--- config.mk ---
export PLATFORM = sky130hd
export DESIGN_NAME = xcvr_bidir_top
export DESIGN_NICKNAME = d
export VERILOG_FILES = /design/src/rtl/xcvr_pkg.sv /design/src/rtl/xcvr_store_reg.sv /design/src/rtl/xcvr_src_mux.sv /design/src/rtl/xcvr_half.sv /design/src/rtl/xcvr_bidir_top.sv
export SDC_FILE = /design/constraint.sdc
export NUM_CORES = 1
export LEC_CHECK = 0
export BUFFER_PORTS_ARGS = -buffer_cell sky130_fd_sc_hd__buf_2
export CAP_MARGIN = 20
export CORE_MARGIN = 5
export CORE_UTILIZATION = 49
export DETAILED_ROUTE_END_ITERATION = 10
export GPL_ROUTABILITY_DRIVEN = 1
export GPL_TIMING_DRIVEN = 1
export PLACE_DENSITY = 0.84
export REMOVE_ABC_BUFFERS = 1
export SYNTH_ARGS = -nofsm -noshare
export SYNTH_HDL_FRONTEND = slang
export SYNTH_SLANG_ARGS = --single-unit
--- constraint.sdc ---
create_clock -name clk -period 1.3 [get_ports clk]
set_input_delay 0.26 -clock clk [delete_from_list [all_inputs] [get_ports clk]]
set_output_delay 0.26 -clock clk [all_outputs]
set_load 0.05 [all_outputs]
--- src/rtl/xcvr_pkg.sv ---
`timescale 1ns/1ps
package xcvr_pkg;

    localparam int unsigned HALF_W_DEF   = 8;
    localparam int unsigned N_HALVES_DEF = 2;

    // Which port of a half is driven
    typedef enum logic [1:0] {
        PORT_NONE = 2'd0,
        PORT_A    = 2'd1,
        PORT_B    = 2'd2
    } drive_e;

    // Control bundle for one half
    typedef struct packed {
        logic oe_n;
        logic dir;
        logic cap_ab;
        logic cap_ba;
        logic sel_ab;
        logic sel_ba;
    } half_ctrl_t;

    function automatic drive_e pick_port(input logic oe_n, input logic dir);
        drive_e p;
        if (oe_n)     p = PORT_NONE;
        else if (dir) p = PORT_B;
        else          p = PORT_A;
        return p;
    endfunction

endpackage

--- src/rtl/xcvr_store_reg.sv ---
`timescale 1ns/1ps
module xcvr_store_reg #(
    parameter int unsigned W = 8
) (
    input  logic         clk,
    input  logic         rst,
    input  logic         load,
    input  logic [W-1:0] d,
    output logic [W-1:0] q
);

    always_ff @(posedge clk) begin
        if (rst)       q <= '0;
        else if (load) q <= d;
    end

endmodule

--- src/rtl/xcvr_src_mux.sv ---
`timescale 1ns/1ps
module xcvr_src_mux #(
    parameter int unsigned W = 8
) (
    input  logic         drive,
    input  logic         use_stored,
    input  logic [W-1:0] live,
    input  logic [W-1:0] stored,
    output logic [W-1:0] y
);

    always_comb begin
        if (!drive)          y = '0;
        else if (use_stored) y = stored;
        else                 y = live;
    end

endmodule

--- src/rtl/xcvr_half.sv ---
`timescale 1ns/1ps
module xcvr_half
    import xcvr_pkg::*;
#(
    parameter int unsigned W = HALF_W_DEF
) (
    input  logic         clk,
    input  logic         rst,
    input  half_ctrl_t   ctrl,
    input  logic [W-1:0] a_in,
    input  logic [W-1:0] b_in,
    output logic [W-1:0] a_out,
    output logic [W-1:0] b_out,
    output logic         a_drv,
    output logic         b_drv
);

    drive_e       port_sel;
    logic [W-1:0] ab_q;
    logic [W-1:0] ba_q;

    assign port_sel = pick_port(ctrl.oe_n, ctrl.dir);
    assign a_drv    = (port_sel == PORT_A);
    assign b_drv    = (port_sel == PORT_B);

    // Capture is not gated by the output controls
    xcvr_store_reg #(.W(W)) u_reg_ab (
        .clk (clk),
        .rst (rst),
        .load(ctrl.cap_ab),
        .d   (a_in),
        .q   (ab_q)
    );

    xcvr_store_reg #(.W(W)) u_reg_ba (
        .clk (clk),
        .rst (rst),
        .load(ctrl.cap_ba),
        .d   (b_in),
        .q   (ba_q)
    );

    xcvr_src_mux #(.W(W)) u_mux_b (
        .drive     (b_drv),
        .use_stored(ctrl.sel_ab),
        .live      (a_in),
        .stored    (ab_q),
        .y         (b_out)
    );

    xcvr_src_mux #(.W(W)) u_mux_a (
        .drive     (a_drv),
        .use_stored(ctrl.sel_ba),
        .live      (b_in),
        .stored    (ba_q),
        .y         (a_out)
    );

endmodule

--- src/rtl/xcvr_bidir_top.sv ---
`timescale 1ns/1ps
module xcvr_bidir_top
    import xcvr_pkg::*;
#(
    parameter int unsigned HALF_W   = HALF_W_DEF,
    parameter int unsigned N_HALVES = N_HALVES_DEF
) (
    input  logic                       clk,
    input  logic                       rst,
    input  logic [N_HALVES-1:0]        oe_n,
    input  logic [N_HALVES-1:0]        dir,
    input  logic [N_HALVES-1:0]        cap_ab,
    input  logic [N_HALVES-1:0]        cap_ba,
    input  logic [N_HALVES-1:0]        sel_ab,
    input  logic [N_HALVES-1:0]        sel_ba,
    input  logic [HALF_W*N_HALVES-1:0] a_in,
    input  logic [HALF_W*N_HALVES-1:0] b_in,
    output logic [HALF_W*N_HALVES-1:0] a_out,
    output logic [HALF_W*N_HALVES-1:0] b_out,
    output logic [N_HALVES-1:0]        a_drv,
    output logic [N_HALVES-1:0]        b_drv
);

    localparam int unsigned BUS_W = HALF_W * N_HALVES;

    half_ctrl_t ctrl [N_HALVES];

    for (genvar h = 0; h < N_HALVES; h++) begin : g_half
        assign ctrl[h] = '{
            oe_n:   oe_n[h],
            dir:    dir[h],
            cap_ab: cap_ab[h],
            cap_ba: cap_ba[h],
            sel_ab: sel_ab[h],
            sel_ba: sel_ba[h]
        };

        xcvr_half #(.W(HALF_W)) u_half (
            .clk  (clk),
            .rst  (rst),
            .ctrl (ctrl[h]),
            .a_in (a_in[h*HALF_W +: HALF_W]),
            .b_in (b_in[h*HALF_W +: HALF_W]),
            .a_out(a_out[h*HALF_W +: HALF_W]),
            .b_out(b_out[h*HALF_W +: HALF_W]),
            .a_drv(a_drv[h]),
            .b_drv(b_drv[h])
        );
    end

    if (BUS_W == 0) begin : g_bad_cfg
        initial $error("xcvr_bidir_top: zero bus width");
    end

endmodule

# After elaboration in Yosys (flattened, before gate mapping)
# Index checks and enable logic that the tools add are counted.
totals:
  ff_bits: 32
  in_bits: 46
classes:
  n_mux: 12
  eq_ne: 4
op_table:
  columns: ["op", "count"]
  rows:
  - ["$mux 8", 8]
  - ["$mux 2", 4]
  - ["$eq 2x1->1 const B", 2]
  - ["$eq 2x2->1 const B", 2]

# Depth between registers and ports, before layout
# Gate-level depths: netlist of the first run.
depth:
  ltp_word: 4
  ltp_mapped: 4
  mapped_depth_nobuf: 2

# By module
# From an unflattened synthesis of the first run, not the netlist that was laid out.
hier_totals:
  hier_cells: 176
  hier_area_um2: 1731.7
modules_own_cells:
  columns: ["mod", "n_inst", "cells_each", "area_each_um2"]
  rows:
  - ["xcvr_store_reg", 4, 26, 285.3]
  - ["xcvr_src_mux", 4, 17, 141.4]
  - ["xcvr_half", 2, 2, 12.5]

# Worst setup path before layout of the first run
# No wires, ideal clock.
synth_timing:
  kind: "input -> output"
  from: "input port oe_n[0]"
  to: "output port a_out[0]"
  t_arrival_ns: 1.279
  cell_stages: 3
  path_slack_ns: -0.239
  n_path_buf: 1
  cell_sequence: "or2_1 buf_6 nor2_1"
synth_between:
  elab_chain_len: 3
synth_lines:
  columns: ["element", "line", "rtl"]
  rows:
  - ["start, declared", "xcvr_bidir_top.sv:10", "input logic [N_HALVES-1:0] oe_n,"]
  - ["$mux 2", "xcvr_pkg.sv:26", "if (oe_n) p = PORT_NONE;"]
  - ["$eq 2x1->1", "xcvr_half.sv:23", "assign a_drv = (port_sel == PORT_A);"]
  - ["$mux 8", "xcvr_src_mux.sv:13", "if (!drive) y = '0;"]
  - ["end, declared", "xcvr_bidir_top.sv:18", "output logic [HALF_W*N_HALVES-1:0] a_out,"]
# Every way passes these cells.

# Final worst setup path of the first run
layout_timing:
  from: "register g_half[1].u_half.u_reg_ab.q[0]"
  to: "output port b_out[8]"
layout_between:
  elab_chain_len: 2
layout_lines:
  columns: ["element", "line", "rtl"]
  rows:
  - ["start, declared", "xcvr_store_reg.sv:9", "output logic [W-1:0] q"]
  - ["start signal, assigned", "xcvr_store_reg.sv:13", "if (rst) q <= '0;"]
  - ["start signal, assigned", "xcvr_store_reg.sv:14", "else if (load) q <= d;"]
  - ["$mux 8", "xcvr_src_mux.sv:14", "else if (use_stored) y = stored;"]
  - ["$mux 8", "xcvr_src_mux.sv:13", null]
  - ["end, declared", "xcvr_bidir_top.sv:19", "output logic [HALF_W*N_HALVES-1:0] b_out,"]
# Every way passes these cells.

==> results of run 1 <==
==> metrics by stage <==
step                      TNS [ps]  util, %  instances
after floorplan              -5940        -        168
after global placement       -1200     60.9        296
after detailed placement     -1220     60.9        296
after CTS                     -174     68.1        304
after global routing         -1790     70.4        305
final                         -179     70.4        305
==> per-layer routing <==
metal,GRT usage (%),wire (µm)
met1,16.0,1580
met2,31.3,2080
met3,5.02,333
met4,8.52,100
met5,0,0
==> registers in the layout (all words and copies together), names as in the netlist <==
| register | count |
|---|---|
| g_half.u_half.u_reg_ab.q | 16 |
| g_half.u_half.u_reg_ba.q | 16 |
==> cell families (layout without fill, tap and decap cells) <==
| family | after synthesis | in the layout |
|---|---|---|
| buffers and inverters | 23 | 95 |
| multiplexers | 64 | 64 |
| flip-flops | 32 | 32 |
| AND/OR/NAND/NOR | 68 | 68 |
==> critical path, cell delays in order (launching register included) <==
cell	delay (ps)
dfxtp_2	340
mux2i_1	190
nor2_1	80
buf_6	160
==> where the power goes <==
part	switching, W	internal [W]	leakage (nW)
clock	0.000306	0.000267	0.0326
sequential	0.0000295	0.00105	0.275
combinational	0.000360	0.000246	0.923
==> cells in the final DEF, fill, tap and decap left out <==
cell      synthesis  final
buf_2             5     49
nand2b_2          0      1
buf_4            12      2
nor2_2            0      1
clkbuf_8          0      1
clkbuf_1          0      2
nand2b_1          2      1
buf_6             2     32
inv_1             2      2
dfxtp_2           0     32
nor2_1           64     63
inv_2             2      2
or2_4             0      2
mux2i_1          64     64
clkbuf_4          0      5
==> synth_stat cells <==
library cell | count | share of area, %
buf_2 | 5 | 1.5
mux2i_1 | 64 | 38
nor2_1 | 64 | 14
nand2b_1 | 2 | 0.74
or2_1 | 2 | 0.74
buf_4 | 12 | 5.3
inv_2 | 2 | 0.44
buf_6 | 2 | 1.3
inv_1 | 2 | 0.44
dfxtp_1 | 32 | 38
==> path summary, 6_finish.rpt <==
| path | endpoint | slack [ps] | depth (start not counted) |
|---|---|---|---|
| setup / recovery | b_out[8] | -70 | 3 |
| hold / removal | g_half[1].u_half.u_reg_ba.q[4] | 180 | 3 |
| setup reg to reg | g_half[1].u_half.u_reg_ab.q[0] | 530 | 3 |
| hold reg to reg | g_half[1].u_half.u_reg_ba.q[4] | 490 | 2 |
==> timing repair <==
item | in CTS | in global routing
endpoints found under the setup margin | 32 | 33
resized for setup | 72 | 28
gates cloned | 0 | 0
pin swaps | 11 | 20
setup buffers | 0 | 1
==> area by class of cell <==
class	instances	area, µm²	share of cell area (%)
flip-flops and latches	32	681	29.0
clock buffers	8	58.8	2.50
repair buffers	83	621	26.4
multi-input cells	132	916	39.0
well taps	46	57.6	2.45
inverters	4	15.0	0.639
==> results.tsv, run 1 <==
stage	metric	value	unit
detailed_routing	drt-total-wl	4.09	mm
synth	synth_top_family_by_area	multiplexers	
synth	synth.area.mux_share	37.7	%
global_route	track_usage	16.6	%
synth	syn_inst	187	
sta	grt_setup_unrepaired	true	
global_route	antenna_found_initial	0	
setup_path	worst_ep_arrival_time	1110	ps
global_route	grt_max_degree	33	
global_route	grt_pass1_wl	5.89	mm
sta	worst_pin_slew	341	ps
synth	synth_adder_area_share	0	%
sta	relSlewSlack	77.3	%
final_layout	syn_to_final_growth	38.2	%
setup_path	critPathLaunch	g_half[1].u_half.u_reg_ab.q[0]	
run_status	violations	negative setup slack	
clock_tree	clk_pin_slew	90	ps
placed_design	pre_cts_ws	-87.6	ps
sta	drv_slew	0	
clock_tree	cts-root-buf	clkbuf_4	
floorplanning	die-width	68.9	µm
sta	timing.fmax	730	MHz
clock_tree	cts_tree	done	
detailed_routing	route.detailed.drc	0	
floorplanning	num_io_pins	82	
min_path	hold_start	b_in[12]	
global_route	first_global_vias	1521	
flow_run	cap_violations	0	
setup_path	cp-start-kind	register	
placed_design	dp_hpwl	2.76	mm
final_layout	fin_area	2350	µm²
placed_design	gp_congestion	0.731	
synth	synth_compound_area_share	0	%
detailed_routing	drt_iter0_drc	45	
synth	synth-seq-area-share	37.7	%
synth	synth-simple-area-share	15.6	%
synth	synth_cell_types	10	
placed_design	io_buffers	81	
final_layout	nNetsFinal	304	
synth	ys_warn_count	0	
sta	setup-violations-final	9	
clock_tree	clockBufferDepth	2	
floorplanning	die_area	4750	µm²
sta	whs	183	ps
detailed_routing	vias	1524	
detailed_routing	wl_per_cell	13.4	µm
power_and_ir_drop	leakage	1.23	nW
placed_design	placed_area	2030	µm²
floorplanning	die_h	68.9	µm
final_layout	post_route_cells_drive_above_1_share	49.0	%
final_layout	fill_cells	258	
clock_tree	numCtsBuffers	5	
power_and_ir_drop	power	0.00226	W
setup_path	end_kind	output port	
clock_tree	cts.sinks	32	
floorplanning	core	3340	µm²
power_and_ir_drop	irDropWorstVdd	589	µV
sta	fin_ws	-69.0	ps
sta	finalHoldViolCount	0	
setup_path	cp_max_fo	2	
detailed_routing	drt_pass1_iterations	3	
synth	avgSynthCellArea	9.09	µm²
global_route	grt_overflow	0	
clock_tree	clock_latency	320	ps
clock_tree	htreeDepth	2	
synth	syn_area	1700	µm²
sta	min_period	1370	ps
min_path	hold_path_class	input port to register	
floorplanning	row_count	21	
synth	synth-seq-cells	32	
detailed_routing	final_antenna_net_count	0	
clock_tree	cts-hold-fix-buffers	0	
run_status	outcome	finished with violations	
setup_path	r2r-start	g_half[1].u_half.u_reg_ab.q[0]	
detailed_routing	vias_per_cell	5.00	
sta	final.setup_skew	0	ps
floorplanning	initial_utilization	50.9	%
setup_path	worstSetupPathType	register to output port	
synth	synthXorXnorAreaFrac	0	%
power_and_ir_drop	p_per_area	962	nW/µm²
final_layout	antenna_cells	0	
setup_path	critPathRequiredTime	1040	ps
sta	min_period_over_period	105	%
(Power assumes the default switching activity.)
==> run 2, diff against run 1 <==
Settings changed: BUFFER_PORTS_ARGS -buffer_cell sky130_fd_sc_hd__buf_2 to -buffer_cell sky130_fd_sc_hd__buf_4.
==> run 2 against run 1 <==
Effect of this change:
- the flow still finishes with violations (negative setup slack)
- global-route usage down 0.91 points
- combinational power up 5.6%
- first-iteration DRC count up 4.4%
- wire length down 6.1%
- flip-flop and latch count unchanged
- register-to-register slack better by 40 ps
- total power up 1.5%
- worst hold slack better by 3.5 ps
- die area unchanged
- final cell count down 0.33%
- core utilization up 3.5 points
- sequential share of layout area down 1.4 points
- largest cell class unchanged
- largest power group unchanged
==> results.tsv, run 2 (synthesis results as in run 1) <==
stage	metric	value	unit
global_route	grt.busiest_layer	met2	
detailed_routing	drt_iter0_drc	47	
placed_design	gp_congestion	0.678	
detailed_routing	vias	1477	
sta	finalHoldViolCount	0	
setup_path	critPathLaunch	g_half[1].u_half.u_reg_ab.q[3]	
final_layout	post_route_cells_drive_above_1_share	48.8	%
global_route	grt_overflow	0	
clock_tree	htreeDepth	2	
clock_tree	numCtsBuffers	5	
run_status	outcome	finished with violations	
min_path	hold_path_class	input port to register	
final_layout	layout.cells.non_filler	304	
placed_design	dp.cells	295	
clock_tree	cts_tree	done	
floorplanning	row_count	21	
final_layout	seq_area	681	µm²
floorplanning	initial_utilization	50.9	%
setup_path	cp-start-kind	register	
sta	final.setup_skew	0	ps
min_path	hold_start	b_in[8]	
final_layout	final_cell_mix	64 x nor2_1, 63 x mux2i_1, 50 x buf_4	
setup_path	cp_max_fo	2	
final_layout	final_common_cell	nor2_1	
sta	min_period_over_period	100	%
global_route	track_usage	15.7	%
detailed_routing	wl_per_cell	12.6	µm
sta	setup-violations-final	2	
power_and_ir_drop	power	0.00229	W
sta	fin_ws	-6.14	ps
placed_design	dp_hpwl	2.72	mm
global_route	met2_usage	27.4	%
final_layout	syn_to_final_growth	45.1	%
final_layout	largest_registers	g_half.u_half.u_reg_ab.q (16), g_half.u_half.u_reg_ba.q (16)	
global_route	grt_pass1_wl	5.66	mm
global_route	first_global_vias	1384	
clock_tree	clock_latency	310	ps
power_and_ir_drop	leakage	1.27	nW
setup_path	worst_ep_arrival_time	1050	ps
global_route	grt_max_degree	33	
sta	grt_setup_unrepaired	true	
clock_tree	clockBufferDepth	2	
setup_path	r2r-start	g_half[1].u_half.u_reg_ba.q[7]	
sta	worst_pin_slew	334	ps
detailed_routing	final_antenna_net_count	0	
detailed_routing	route.detailed.drc	0	
sta	timing.fmax	766	MHz
final_layout	antenna_cells	0	
detailed_routing	vias_per_cell	4.86	
setup_path	critPathRequiredTime	1040	ps
run_status	violations	negative setup slack	
detailed_routing	drt-total-wl	3.84	mm
clock_tree	clk_pin_slew	90	ps
placed_design	pre_cts_ws	-31.3	ps
power_and_ir_drop	p_per_area	930	nW/µm²
setup_path	worstSetupPathType	register to output port	
floorplanning	core	3340	µm²
final_layout	nNetsFinal	303	
final_layout	multiInputGateArea	917	µm²
floorplanning	die_area	4750	µm²
global_route	met1_usage	17.8	%
setup_path	end_kind	output port	
sta	setup_tns	-9.24	ps
global_route	use_met3	5.51	%
power_and_ir_drop	irDropWorstVdd	598	µV
sta	min_period	1310	ps
floorplanning	num_io_pins	82	
global_route	antenna_found_initial	0	
clock_tree	cts.sinks	32	
sta	relSlewSlack	77.7	%
detailed_routing	drt_pass1_iterations	4	
flow_run	cap_violations	0	
placed_design	io_buffers	81	
sta	drv_slew	0	
floorplanning	die-width	68.9	µm
final_layout	post-route-util	73.9	%
clock_tree	cts-root-buf	clkbuf_4	
final_layout	fill_cells	248	
floorplanning	die_h	68.9	µm
[run 2: cell count changes in the layout (fill, tap and decap cells not counted), sizes merged]
cell  before  now
buf       83   82
[run 2: layout make-up]
| cell class | instances | area share, % |
|---|---|---|
| Sequential cell | 32 | 27.6 |
| Tap cell | 46 | 2.34 |
| Multi-Input combinational cell | 132 | 37.2 |
| Clock buffer | 8 | 2.39 |
| Inverter | 4 | 0.609 |
| Timing Repair Buffer | 82 | 29.8 |
[run 2: metrics by stage]
stage | hold WS, ps | cell area, µm²
after detailed placement | 482 | 2230
after CTS | 182 | 2340
final | 187 | 2460
after global placement | 474 | 2230
after global routing | 177 | 2460
after floorplan | 332 | 1560
[run 2: critical path: stages, from the launching register on]
cell and delay, ps:
dfxtp_2 330, mux2i_1 160, nor2_1 80, buf_6 160
[run 2: power by group]
part           internal, W  switching, W  leakage [nW]  total (W)
Combinational     0.000287      0.000354         0.959   0.000641
Clock             0.000267      0.000307        0.0326   0.000574
Sequential         0.00105     0.0000275         0.275    0.00108
Total              0.00160      0.000688          1.27    0.00229
[run 2: repair_timing]
item / CTS / global route
resized for setup: 15 / 53
hold buffers: 0 / 0
pin swaps: 2 / 19
setup endpoints to repair: 20 / 32
buffers inserted: 1 / 0
[run 2: per-layer routing]
layer,up-vias,part of all wire [%]
met4,0,0.99
li1,751,-
met1,667,39
met3,6,9.9
met5,-,0
met2,53,50
[run 2: worst paths after layout]
check / slack (ps) / depth (start not counted) / end
min reg2reg: 490 / 2 / g_half[1].u_half.u_reg_ab.q[6]
max reg2reg: 570 / 3 / g_half[1].u_half.u_reg_ba.q[7]
min: 190 / 3 / g_half[1].u_half.u_reg_ba.q[0]
max: -6 / 3 / b_out[11]
==> run 3, diff against run 2 <==
Settings changed: REMOVE_ABC_BUFFERS 1 to not set.
==> run 3 against run 2 <==
Effect of this change:
- final area is 18% higher
- wire length rose by 29%
- clock-buffer cell count unchanged
- worst setup slack got worse by 47 ps
- maximum frequency down 3.5%
- register-to-register slack worse by 30 ps
- core utilization rose by 13 points
- highest routed layer unchanged
- first-iteration DRC count up 49%
- the flow still finishes with violations (negative setup slack)
==> results.tsv, run 3 (synthesis results as in run 1) <==
stage	metric	value	unit
power_and_ir_drop	p_seq_share	43.6	%
clock_tree	htreeDepth	2	
sta	grt_setup_unrepaired	true	
global_route	grt_pass1_wl	6.66	mm
final_layout	antenna_cells	0	
detailed_routing	route.detailed.drc	0	
clock_tree	clockBufferDepth	2	
final_layout	nNetsFinal	308	
detailed_routing	wl_per_cell	16.0	µm
power_and_ir_drop	leakage	1.32	nW
placed_design	io_buffers	81	
min_path	hold_start	a_in[7]	
sta	timing.fmax	739	MHz
floorplanning	core	3340	µm²
setup_path	cpPeakStageDelay	260	ps
clock_tree	clock_latency	330	ps
clock_tree	cts_tree	done	
floorplanning	initial_utilization	50.9	%
floorplanning	die-width	68.9	µm
clock_tree	clk_pin_slew	90	ps
final_layout	post-route-util	87.0	%
setup_path	r2r-start	g_half[1].u_half.u_reg_ba.q[1]	
setup_path	r2r_end	g_half[1].u_half.u_reg_ba.q[1]	
final_layout	final_cell_mix	48 x mux2i_1, 48 x nor2_1, 48 x buf_4	
placed_design	gp_congestion	0.651	
detailed_routing	drt_iter0_drc	70	
setup_path	crit_chain	buf_4 > or2_4 > buf_12 > nor2_2 > buf_6	
setup_path	worst_ep_arrival_time	1090	ps
global_route	grt_max_degree	33	
floorplanning	die_h	68.9	µm
placed_design	dp_hpwl	2.94	mm
sta	min_period	1350	ps
floorplanning	row_count	21	
sta	min_period_over_period	104	%
detailed_routing	drt_pass1_iterations	4	
setup_path	cp_max_fo	9	
global_route	track_usage	18.8	%
detailed_routing	drt-total-wl	4.94	mm
detailed_routing	vias	1558	
sta	finalHoldViolCount	0	
sta	final.setup_skew	0	ps
power_and_ir_drop	switching_share	32.1	%
setup_path	critPathLaunch	oe_n[0]	
setup_path	critPathRequiredTime	1040	ps
min_path	holdPathStages	3	
clock_tree	cts-hold-fix-buffers	0	
sta	worst_pin_slew	332	ps
clock_tree	cts.sinks	32	
min_path	hold_path_class	input port to register	
power_and_ir_drop	p_per_area	865	nW/µm²
setup_path	cp-start-kind	input port	
detailed_routing	vias_per_cell	5.04	
setup_path	reg2reg_slack	540	ps
sta	setup_tns	-348	ps
clock_tree	cts-root-buf	clkbuf_4	
setup_path	worstSetupPathType	input port to output port	
synth	syn_nets	233	
global_route	antenna_found_initial	0	
run_status	violations	negative setup slack	
power_and_ir_drop	cellInternalPower	0.00171	W
power_and_ir_drop	irDropWorstVdd	631	µV
power_and_ir_drop	comb_power_share	32.9	%
setup_path	r2r_cells	3	
sta	drv_slew	0	
final_layout	largest_registers	g_half.u_half.u_reg_ab.q (16), g_half.u_half.u_reg_ba.q (16)	
flow_run	cap_violations	0	
global_route	grt_overflow	0	
power_and_ir_drop	p_sw	0.000806	W
run_status	outcome	finished with violations	
final_layout	syn_to_final_growth	70.8	%
final_layout	post_route_cells_drive_above_1_share	61.6	%
sta	relSlewSlack	77.9	%
final_layout	fill_cells	154	
global_route	first_global_vias	1548	
power_and_ir_drop	p_clk_share	23.4	%
setup_path	slowest_stage	or2_4	
clock_tree	numCtsBuffers	5	
detailed_routing	final_antenna_net_count	0	
min_path	holdPathEnd	g_half[0].u_half.u_reg_ab.q[7]	
setup_path	end_kind	output port	
floorplanning	num_io_pins	82	
sta	setup-violations-final	18	
floorplanning	die_area	4750	µm²
sta	fin_ws	-53.4	ps
## run 3: per-layer routing
layer	vias to the layer above	track usage, %	routed length, µm
met5	-	0	0
met4	0	5.84	95
met3	9	7.94	524
met2	66	33.2	2450
met1	724	20.3	1880
li1	759	-	-
## run 3: power by group through the flow
stage          clock network [W]  registers, W  logic, W
2_1_floorplan                  0       0.00108  0.000466
3_3_place_gp                   0       0.00109  0.000661
3_5_place_dp                   0       0.00109  0.000671
4_1_cts                 0.000605       0.00108  0.000733
5_1_grt                 0.000664       0.00110  0.000875
6_report                0.000588       0.00110  0.000827
## run 3: worst max path at each step
stage                endpoint  slack [ps]
CTS                  a_out[2]         -30
detailed placement  a_out[13]         -40
global placement    a_out[14]         -40
global route         b_out[6]        -110
floorplan            b_out[0]        -160
finish               a_out[0]         -50
## run 3: area by class of cell
class	count	area (µm²)	share of cell area, %
multi-input combinational	132	1220	42.0
sequential	32	681	23.5
tap	46	57.6	1.98
inverter	4	15.0	0.517
timing repair buffer	87	870	30.0
clock buffer	8	58.8	2.03
## run 3: through the flow
stage                     total power (W)  setup slack (ps)  hold slack [ps]  cells  area (µm²)
after floorplan                   0.00155              -157              332    187        1810
after global placement            0.00175             -41.6              472    298        2400
after detailed placement          0.00176             -43.9              484    298        2400
after CTS                         0.00242             -33.1              164    306        2660
after global routing              0.00264              -105              161    309        2900
final                             0.00251             -53.4              176    309        2900
## run 3: critical path: cells and delay by family
| kind | cells | cell delay (ps) |
|---|---|---|
| buffers and inverters | 3 | 450 |
| and+or+nand+nor | 2 | 390 |
## run 3: timing repair
action	4_1_cts	5_1_grt
setup endpoints to repair	28	32
gates resized for setup	64	45
buffers inserted	0	2
pin swaps	3	11
cloned	0	1
